## src/rtl/hp_slot_pkg.sv

```systemverilog
package hp_slot_pkg;
  localparam int REG_W = 16;

  // command register bit positions
  localparam int C_BTN_EN  = 0;
  localparam int C_PDC_EN  = 3;
  localparam int C_CC_EN   = 4;
  localparam int C_IRQ_EN  = 5;
  localparam int C_LOCK    = 11;

  // status register bit positions
  localparam int S_BTN  = 0;
  localparam int S_PDC  = 3;
  localparam int S_CC   = 4;
  localparam int S_PRES = 6;
  localparam int S_LOCK = 7;

  localparam logic [REG_W-1:0] CTL_WMASK = 16'h03F9;
  localparam logic [REG_W-1:0] CTL_RESET = 16'h03C0;
  localparam logic [REG_W-1:0] EVT_MASK  = 16'h0019;

  // expand a byte-enable pair into a bit mask over one register
  function automatic logic [REG_W-1:0] be_mask(input logic [1:0] be);
    be_mask = {{8{be[1]}}, {8{be[0]}}};
  endfunction

  // event bits line up with their enables at the same positions
  function automatic logic notify_cond(input logic [REG_W-1:0] ctl,
                                       input logic [REG_W-1:0] sta);
    notify_cond = ctl[C_IRQ_EN] && (|(ctl & sta & EVT_MASK));
  endfunction

  function automatic logic [REG_W-1:0] w1c_apply(input logic [REG_W-1:0] sta,
                                                 input logic [REG_W-1:0] data,
                                                 input logic [1:0]       be);
    w1c_apply = sta & ~(data & EVT_MASK & be_mask(be));
  endfunction

  function automatic logic [REG_W-1:0] ctl_merge(input logic [REG_W-1:0] old,
                                                 input logic [REG_W-1:0] data,
                                                 input logic [1:0]       be);
    logic [REG_W-1:0] m;
    m = be_mask(be) & CTL_WMASK;
    ctl_merge = (old & ~m) | (data & m);
  endfunction
endpackage

```

## src/rtl/hp_slot_regs.sv

```systemverilog
module hp_slot_regs
  import hp_slot_pkg::*;
(
  input  logic             clk,
  input  logic             rst_n,
  input  logic             wr_en,
  input  logic [3:0]       wr_be,
  input  logic [2*REG_W-1:0] wr_data,
  input  logic             btn_press,
  input  logic             plug_req,
  input  logic             plug_insert,
  input  logic             boot_present,
  output logic [REG_W-1:0] ctl_q,
  output logic [REG_W-1:0] sta_q,
  output logic             sta_wr,
  output logic             cond_after_clr,
  output logic             cond_next,
  output logic             plug_busy
);
  logic             ctl_wr;
  logic             lock_cmd;
  logic             locked;
  logic             plug_ok;
  logic [REG_W-1:0] sta_clr;
  logic [REG_W-1:0] sta_nxt;
  logic [REG_W-1:0] ctl_nxt;

  assign sta_wr   = wr_en && (|wr_be[3:2]);
  assign ctl_wr   = wr_en && (|wr_be[1:0]);
  assign lock_cmd = ctl_wr && wr_be[1] && wr_data[C_LOCK];
  assign locked   = sta_q[S_LOCK];
  assign plug_ok  = plug_req && !locked;

  // step 1: status clear
  assign sta_clr = sta_wr ? w1c_apply(sta_q, wr_data[2*REG_W-1:REG_W], wr_be[3:2])
                          : sta_q;
  assign cond_after_clr = notify_cond(ctl_q, sta_clr);

  // step 2: command, step 3: events
  assign ctl_nxt = ctl_wr ? ctl_merge(ctl_q, wr_data[REG_W-1:0], wr_be[1:0]) : ctl_q;

  always_comb begin
    sta_nxt = sta_clr;
    if (lock_cmd) sta_nxt[S_LOCK] = ~sta_nxt[S_LOCK];
    if (ctl_wr)   sta_nxt[S_CC]   = 1'b1;
    if (btn_press) sta_nxt[S_BTN] = 1'b1;
    if (plug_ok) begin
      sta_nxt[S_PRES] = plug_insert;
      sta_nxt[S_PDC]  = 1'b1;
    end
    if (boot_present) sta_nxt[S_PRES] = 1'b1;
  end

  assign cond_next = notify_cond(ctl_nxt, sta_nxt);

  always_ff @(posedge clk) begin
    if (!rst_n) begin
      ctl_q     <= CTL_RESET;
      sta_q     <= '0;
      plug_busy <= 1'b0;
    end else begin
      ctl_q     <= ctl_nxt;
      sta_q     <= sta_nxt;
      plug_busy <= plug_req && locked;
    end
  end

  // a command always leaves command-done set
  p_cmd_done_r3: assert property (@(posedge clk) disable iff (!rst_n)
    ctl_wr |=> sta_q[S_CC]);

  // the interlock command flips the interlock state
  p_lock_toggle_r4: assert property (@(posedge clk) disable iff (!rst_n)
    lock_cmd |=> (sta_q[S_LOCK] != $past(sta_q[S_LOCK])));

  // a refusal is only given while locked
  p_busy_locked_r11: assert property (@(posedge clk) disable iff (!rst_n)
    plug_busy |-> $past(locked && plug_req));

  // a refused request leaves the change bit alone
  p_busy_no_pdc_r11: assert property (@(posedge clk) disable iff (!rst_n)
    (plug_req && locked && !ctl_wr && !sta_wr && !boot_present && !btn_press)
      |=> $stable(sta_q));
endmodule

```

## src/rtl/hp_slot_notify.sv

```systemverilog
module hp_slot_notify #(
  parameter int VEC_W = 5
) (
  input  logic             clk,
  input  logic             rst_n,
  input  logic             sta_wr,
  input  logic             cond_after_clr,
  input  logic             cond_next,
  input  logic             msi_en,
  input  logic             msix_en,
  input  logic [VEC_W-1:0] vec_in,
  output logic             intx,
  output logic             msg_pulse,
  output logic             msg_msix,
  output logic [VEC_W-1:0] msg_vec
);
  logic notified_q;
  logic base_flag;
  logic change;
  logic msg_mode;

  // a status write updates the held flag silently before the compare
  assign base_flag = sta_wr ? cond_after_clr : notified_q;
  assign change    = cond_next != base_flag;
  assign msg_mode  = msi_en || msix_en;

  always_ff @(posedge clk) begin
    if (!rst_n) begin
      notified_q <= 1'b0;
      intx       <= 1'b0;
      msg_pulse  <= 1'b0;
      msg_msix   <= 1'b0;
      msg_vec    <= '0;
    end else begin
      notified_q <= cond_next;
      msg_pulse  <= change && msg_mode;
      msg_msix   <= msix_en;
      msg_vec    <= vec_in;
      if (!msg_mode) begin
        if (change)                       intx <= cond_next;
        else if (sta_wr && !cond_after_clr) intx <= 1'b0;
      end
    end
  end

  // a message only goes out in a message mode
  p_msg_needs_mode_r6: assert property (@(posedge clk) disable iff (!rst_n)
    msg_pulse |-> $past(msg_mode));

  // a change in message mode is always announced
  p_msg_on_change_r6: assert property (@(posedge clk) disable iff (!rst_n)
    (msg_mode && change) |=> msg_pulse);

  // no change, no message
  p_quiet_r7: assert property (@(posedge clk) disable iff (!rst_n)
    !change |=> !msg_pulse);

  // level mode tracks the condition
  p_intx_level_r8: assert property (@(posedge clk) disable iff (!rst_n)
    (!msg_mode && change) |=> (intx == $past(cond_next)));

  // message mode leaves the level alone
  p_intx_hold_r8: assert property (@(posedge clk) disable iff (!rst_n)
    msg_mode |=> (intx == $past(intx)));
endmodule

```

## src/rtl/hp_slot_ctrl.sv

```systemverilog
module hp_slot_ctrl
  import hp_slot_pkg::*;
#(
  parameter int VEC_W = 5
) (
  input  logic             clk,
  input  logic             rst_n,
  input  logic             wr_en,
  input  logic [3:0]       wr_be,
  input  logic [31:0]      wr_data,
  output logic [31:0]      rd_data,
  input  logic             btn_press,
  input  logic             plug_req,
  input  logic             plug_insert,
  input  logic             boot_present,
  output logic             plug_busy,
  input  logic             msi_en,
  input  logic             msix_en,
  input  logic [VEC_W-1:0] vec_in,
  output logic             intx,
  output logic             msg_pulse,
  output logic             msg_msix,
  output logic [VEC_W-1:0] msg_vec
);
  logic [REG_W-1:0] ctl_q;
  logic [REG_W-1:0] sta_q;
  logic             sta_wr;
  logic             cond_after_clr;
  logic             cond_next;

  hp_slot_regs u_regs (
    .clk            (clk),
    .rst_n          (rst_n),
    .wr_en          (wr_en),
    .wr_be          (wr_be),
    .wr_data        (wr_data),
    .btn_press      (btn_press),
    .plug_req       (plug_req),
    .plug_insert    (plug_insert),
    .boot_present   (boot_present),
    .ctl_q          (ctl_q),
    .sta_q          (sta_q),
    .sta_wr         (sta_wr),
    .cond_after_clr (cond_after_clr),
    .cond_next      (cond_next),
    .plug_busy      (plug_busy)
  );

  hp_slot_notify #(.VEC_W(VEC_W)) u_notify (
    .clk            (clk),
    .rst_n          (rst_n),
    .sta_wr         (sta_wr),
    .cond_after_clr (cond_after_clr),
    .cond_next      (cond_next),
    .msi_en         (msi_en),
    .msix_en        (msix_en),
    .vec_in         (vec_in),
    .intx           (intx),
    .msg_pulse      (msg_pulse),
    .msg_msix       (msg_msix),
    .msg_vec        (msg_vec)
  );

  assign rd_data = {sta_q, ctl_q};

  // the interlock command bit never reads back as 1
  p_lock_reads_zero_r4: assert property (@(posedge clk) disable iff (!rst_n)
    (wr_en && wr_be[1] && wr_data[C_LOCK]) |=> !rd_data[C_LOCK]);
endmodule

```

## config.mk

```make
export PLATFORM = sky130hd
export DESIGN_NAME = hp_slot_ctrl
export DESIGN_NICKNAME = d
export VERILOG_FILES = /design/src/rtl/hp_slot_pkg.sv /design/src/rtl/hp_slot_regs.sv /design/src/rtl/hp_slot_notify.sv /design/src/rtl/hp_slot_ctrl.sv
export SDC_FILE = /design/constraint.sdc
export NUM_CORES = 1
export LEC_CHECK = 0
export BUFFER_PORTS_ARGS = -buffer_cell sky130_fd_sc_hd__buf_2
export CORE_AREA = 2 2 58 60
export CTS_BUF_LIST = sky130_fd_sc_hd__clkbuf_16
export DETAILED_ROUTE_END_ITERATION = 6
export DIE_AREA = 0 0 60 62
export PLACE_DENSITY_LB_ADDON = 0.05
export SLEW_MARGIN = 20
export SYNTH_ARGS = -nofsm -noshare
export SYNTH_HDL_FRONTEND = slang
export SYNTH_HIERARCHICAL = 1
export SYNTH_SLANG_ARGS = --single-unit
```

## constraint.sdc

```tcl
create_clock -name clk -period 3.7 [get_ports clk]
set_input_delay 0.185 -clock clk [delete_from_list [all_inputs] [get_ports clk]]
set_output_delay 0.185 -clock clk [all_outputs]
set_load 0.01 [all_outputs]
```

Word level (Yosys, flattened, before mapping) --
Cells that the tools add are included.
Storage, ports and cells: register bits after elaboration 42, bits of input ports 50, bits in latches 0, RAM bits 0, memory bits (read-only) 0, memories kept 0, logic and storage cells 50
Cells by class: bitwise operators 11, equality and inequality tests 1, muxes and demuxes 11, multipliers 0, $add $sub $neg 0, shifts and indexed selects 0, divide/modulo/power cells 0, $lt $le $gt $ge 0, reduce and logical (&&, ||, !) cells 19
Operator list (count):
- 16-bit AND | 2
- 16-bit two-way mux | 2
- 16-bit by 10-bit AND with 16-bit output | 1
- 5-bit by 16-bit AND with 16-bit output | 1
- 10-bit NOT with 16-bit output | 1
- 16-bit NOT | 1
- 16-bit bitwise OR | 1
- 5-bit AND | 2
- 1-bit logical AND | 10
- 1-bit two-way mux | 9
- 3-bit OR reduction | 2
- 2-bit OR reduction | 2
- 1-bit zero test | 2
- 1-bit NOT | 2
- 2-bit AND reduction | 1
- 2-bit nonzero test | 1
- 1-bit logical OR | 1
- 1-bit inequality test | 1

Longest topological paths before layout --
depth in word-level cells 11, depth in mapped cells 8, mapped depth without buffers 7

Hierarchy --
The synthesis kept the hierarchy.
By module, submodules not included:
- hp_slot_regs | area each 760.7 sq um, times used 1, cells an instance 84
- hp_slot_notify | area each 294.0 sq um, times used 1, cells an instance 25

Least setup slack after synthesis --
Ideal clock, no wire load.
kind register -> register, start point register u_regs.sta_q[7], end point register u_notify.intx, clock period less this slack 1504 ps, required time 3628 ps, data arrival time 1432 ps, cell stages (with the launch flop) 8, setup slack 2196 ps, cells stage by stage dfxtp_1 nor2b_1 a21oi_2 o22a_1 a21oi_2 ha_1 a21boi_2 mux2i_1
On the way: longest elaborated chain between the ends 9
Ends and longest elaborated chain:
- from (decl) | line hp_slot_regs.sv:14 | output logic [REG_W-1:0] sta_q,
- from (signal assigned) | line hp_slot_regs.sv:63 | sta_q <= sta_nxt;
- 1-bit zero test * | line hp_slot_regs.sv:32 | assign plug_ok = plug_req && !locked;
- 1-bit logical AND * | line hp_slot_regs.sv:32
- 1-bit two-way mux * | line hp_slot_regs.sv:47 | if (plug_ok) begin
- 5-bit AND * | line hp_slot_pkg.sv:30 | notify_cond = ctl[C_IRQ_EN] && (|(ctl & sta & EVT_MASK));
- 3-bit OR reduction * | line hp_slot_pkg.sv:30
- 1-bit logical AND * | line hp_slot_pkg.sv:30
- via cond_next | line hp_slot_ctrl.sv:29 | logic cond_next;
- 1-bit inequality test | line hp_slot_notify.sv:24 | assign change = cond_next != base_flag;
- 2-bit nonzero test (no source line)
- 2-bit AND reduction (no source line)
- to (signal assigned) | line hp_slot_notify.sv:40 | if (change) intx <= cond_next;
- to (decl) | line hp_slot_notify.sv:12 | output logic intx,
The timed path passes the listed nets; every way through them passes the cells marked *. A chain may end at the register's enable or synchronous reset.

Worst setup path in the final report --
Same ends and word-level chain as after synthesis.

==> run summary <==
share of cells above drive strength 1 - 40.4%
CP required - 3.88 ns
EDFF count, synth - 0
Mapped Area - 0.00105 mm²
CTS tree - done
Site Rows - 21
GPL Wtd Cong - 0.716
hold_ws - 0.135 ns
worst-path fanout max - 4
Residual DRC - 0
hold_buf cts - 0
P_leak - 0.679 nW
first-pass GRT wire length - 3200 µm
Avg Inst Size Synth - 9.68 µm²
synth warn - 6
pwr dens - 427 mW/mm²
Synth area leaders - dfxtp_1 44%, buf_4 14%, mux2i_1 5.7%, nand3_1 5.7%, and2_1 4.2%
slowest CP cell - dfxtp_1
Multi-input gate area - 500 µm²
post-layout min period - 1.63 ns
number of global-route vias before repair - 745
crit path buf inv count - 0
H-tree levels - 1
TNS Setup - 0 ns
fin util - 42.7%
initial antenna violation count - 0
DIE HEIGHT - 62 µm
clk root buf - clkbuf_16
Core Region - 0.00318 mm²
ys flop type - dfxtp_1
Post-CTS Repair Setup Buffers - 0
top cell type's share of synthesized area - 43.7%
CTS sink cnt - 23
final worst slack - 2.07 ns
clock slew at reported path FFs - 0.06 ns
Setup WS pre-CTS - 1.87 ns
diodes inserted - 0
post-placement cell count - 203
via count - 851
Max-cap violations - 0
grt ovf - 0
critical path arrival - 1.81 ns
Seq/Total Area, Yosys - 43.7%
DRT iter0 DRCs - 8
status - finished, final reports clean
crit path capture type - flip-flop
Fillers - 342
Syn Inst Count - 109
most common cell in the netlist - dfxtp_1
Max VDD drop - 150 µV
Period Utilization, post-route - 44.0%
Max clock buf depth - 2
total CTS buffers - 3
antenna viol nets, final - 0
Worst-Skew Late Latency - 0.25 ns
wire length per cell - 10.3 µm
Tot GR Track Use - 11.8%
CP Class - reg -> reg
Fmax - 0.614 GHz
Worst path top cell family by delay - compound AO/OA/AOI/OAI gates
Commonest cells post-synth - 23 x dfxtp_1, 19 x buf_4, 12 x nand3_1
slowest stage delay, CP - 0.34 ns
Max Slew Vio Count - 0
worst hold-check path type - in -> reg
unrepaired setup endpoints after global routing - false
synth unique cells - 29
I/O pins - 91
endpoints failing setup - 0
Final Skew - 0.00400 ns
Die X - 60 µm
FF/Latch Area - 460 µm²
crit path cell chain - nor2b_1 > a21oi_2 > o22a_1 > a21oi_2 > ha_1 > a21boi_2 > mux2i_1
Top cell by count, worst path - a21oi_2
Initial Util - 33.2%
HPWL Detailed - 1660 µm
die footprint - 0.00372 mm²
Synth area leader - dfxtp_1
drt pass-1 iters - 4
NumNets Final - 213
Routed WL - 2120 µm
asr flop ratio synth - 0%
Synth Register Bits - 23
area grow syn2layout - 28.6%
final hold violation count - 0
fin cells - 207
Port Buf Inserts - 51
startpoint types - flip-flop
post_cts resized - 0
routed vias/inst - 4.11
largest net degree at the start of global routing - 25
-- metrics by stage --
stage          cell area (µm²)  power, mW
2_1_floorplan             1120      0.337
3_3_place_gp              1280      0.357
3_5_place_dp              1280      0.358
4_1_cts                   1360      0.591
5_1_grt                   1360      0.610
6_report                  1360      0.579
-- cells in the final DEF, fill, tap and decap left out, types with 2 or more instances in the layout --
cell,n
a21oi_2,3
and2_1,7
buf_2,51
clkbuf_16,3
conb_1,19
dfxtp_1,23
inv_1,2
mux2i_1,6
nand2_1,7
nand3_1,12
nand3_2,3
nor2b_1,7
o21a_1,3
-- where the power goes --
| group | switching [mW] | internal (mW) |
|---|---|---|
| Sequential | 0.00677 | 0.261 |
| Clock | 0.0824 | 0.144 |
| Combinational | 0.0462 | 0.0378 |
-- layout make-up --
cell class | count | share of cell area (%)
Clock buffer | 3 | 5.54
Clock inverter | 1 | 0.277
Inverter | 1 | 0.277
Multi-Input combinational cell | 82 | 36.9
Sequential cell | 23 | 33.9
Tap cell | 46 | 4.24
Timing Repair Buffer | 51 | 18.8
-- cells by family (layout without fill, tap and decap cells) --
group / count (synthesis) / after routing / synth area share, %
AO/OA/AOI/OAI: 10 / 10 / 7.59
XOR/XNOR: 1 / 1 / 0.831
adder cells (fa/ha/maj): 1 / 1 / 1.19
buffers and inverters: 22 / 56 / 15.3
flip-flops: 23 / 23 / 43.7
multiplexers: 7 / 7 / 6.76
other: 1 / 19 / 0.356
AND/OR/NAND/NOR: 44 / 44 / 24.3
-- metal layers --
layer / vias to the layer above / global-route usage (%) / part of all wire (%)
met2: 32 / 19.9 / 51
met5: - / 0 / 0
met4: 0 / 7.62 / 1.3
met1: 386 / 13.6 / 41
met3: 2 / 2.69 / 6.9
li1: 431 / - / -
-- path summary, 6_finish.rpt --
kind	startpoint	endpoint	slack, ns	cells after the start
min	vec_in[3]	u_notify/msg_vec[3]	0.14	2
min reg2reg	flip-flop	flip-flop	0.47	2
max	u_regs/sta_q[7]	u_notify/intx	2.07	7
max reg2reg	u_regs/sta_q[7]	u_notify/intx	2.07	7
(Power assumes the default switching activity.)
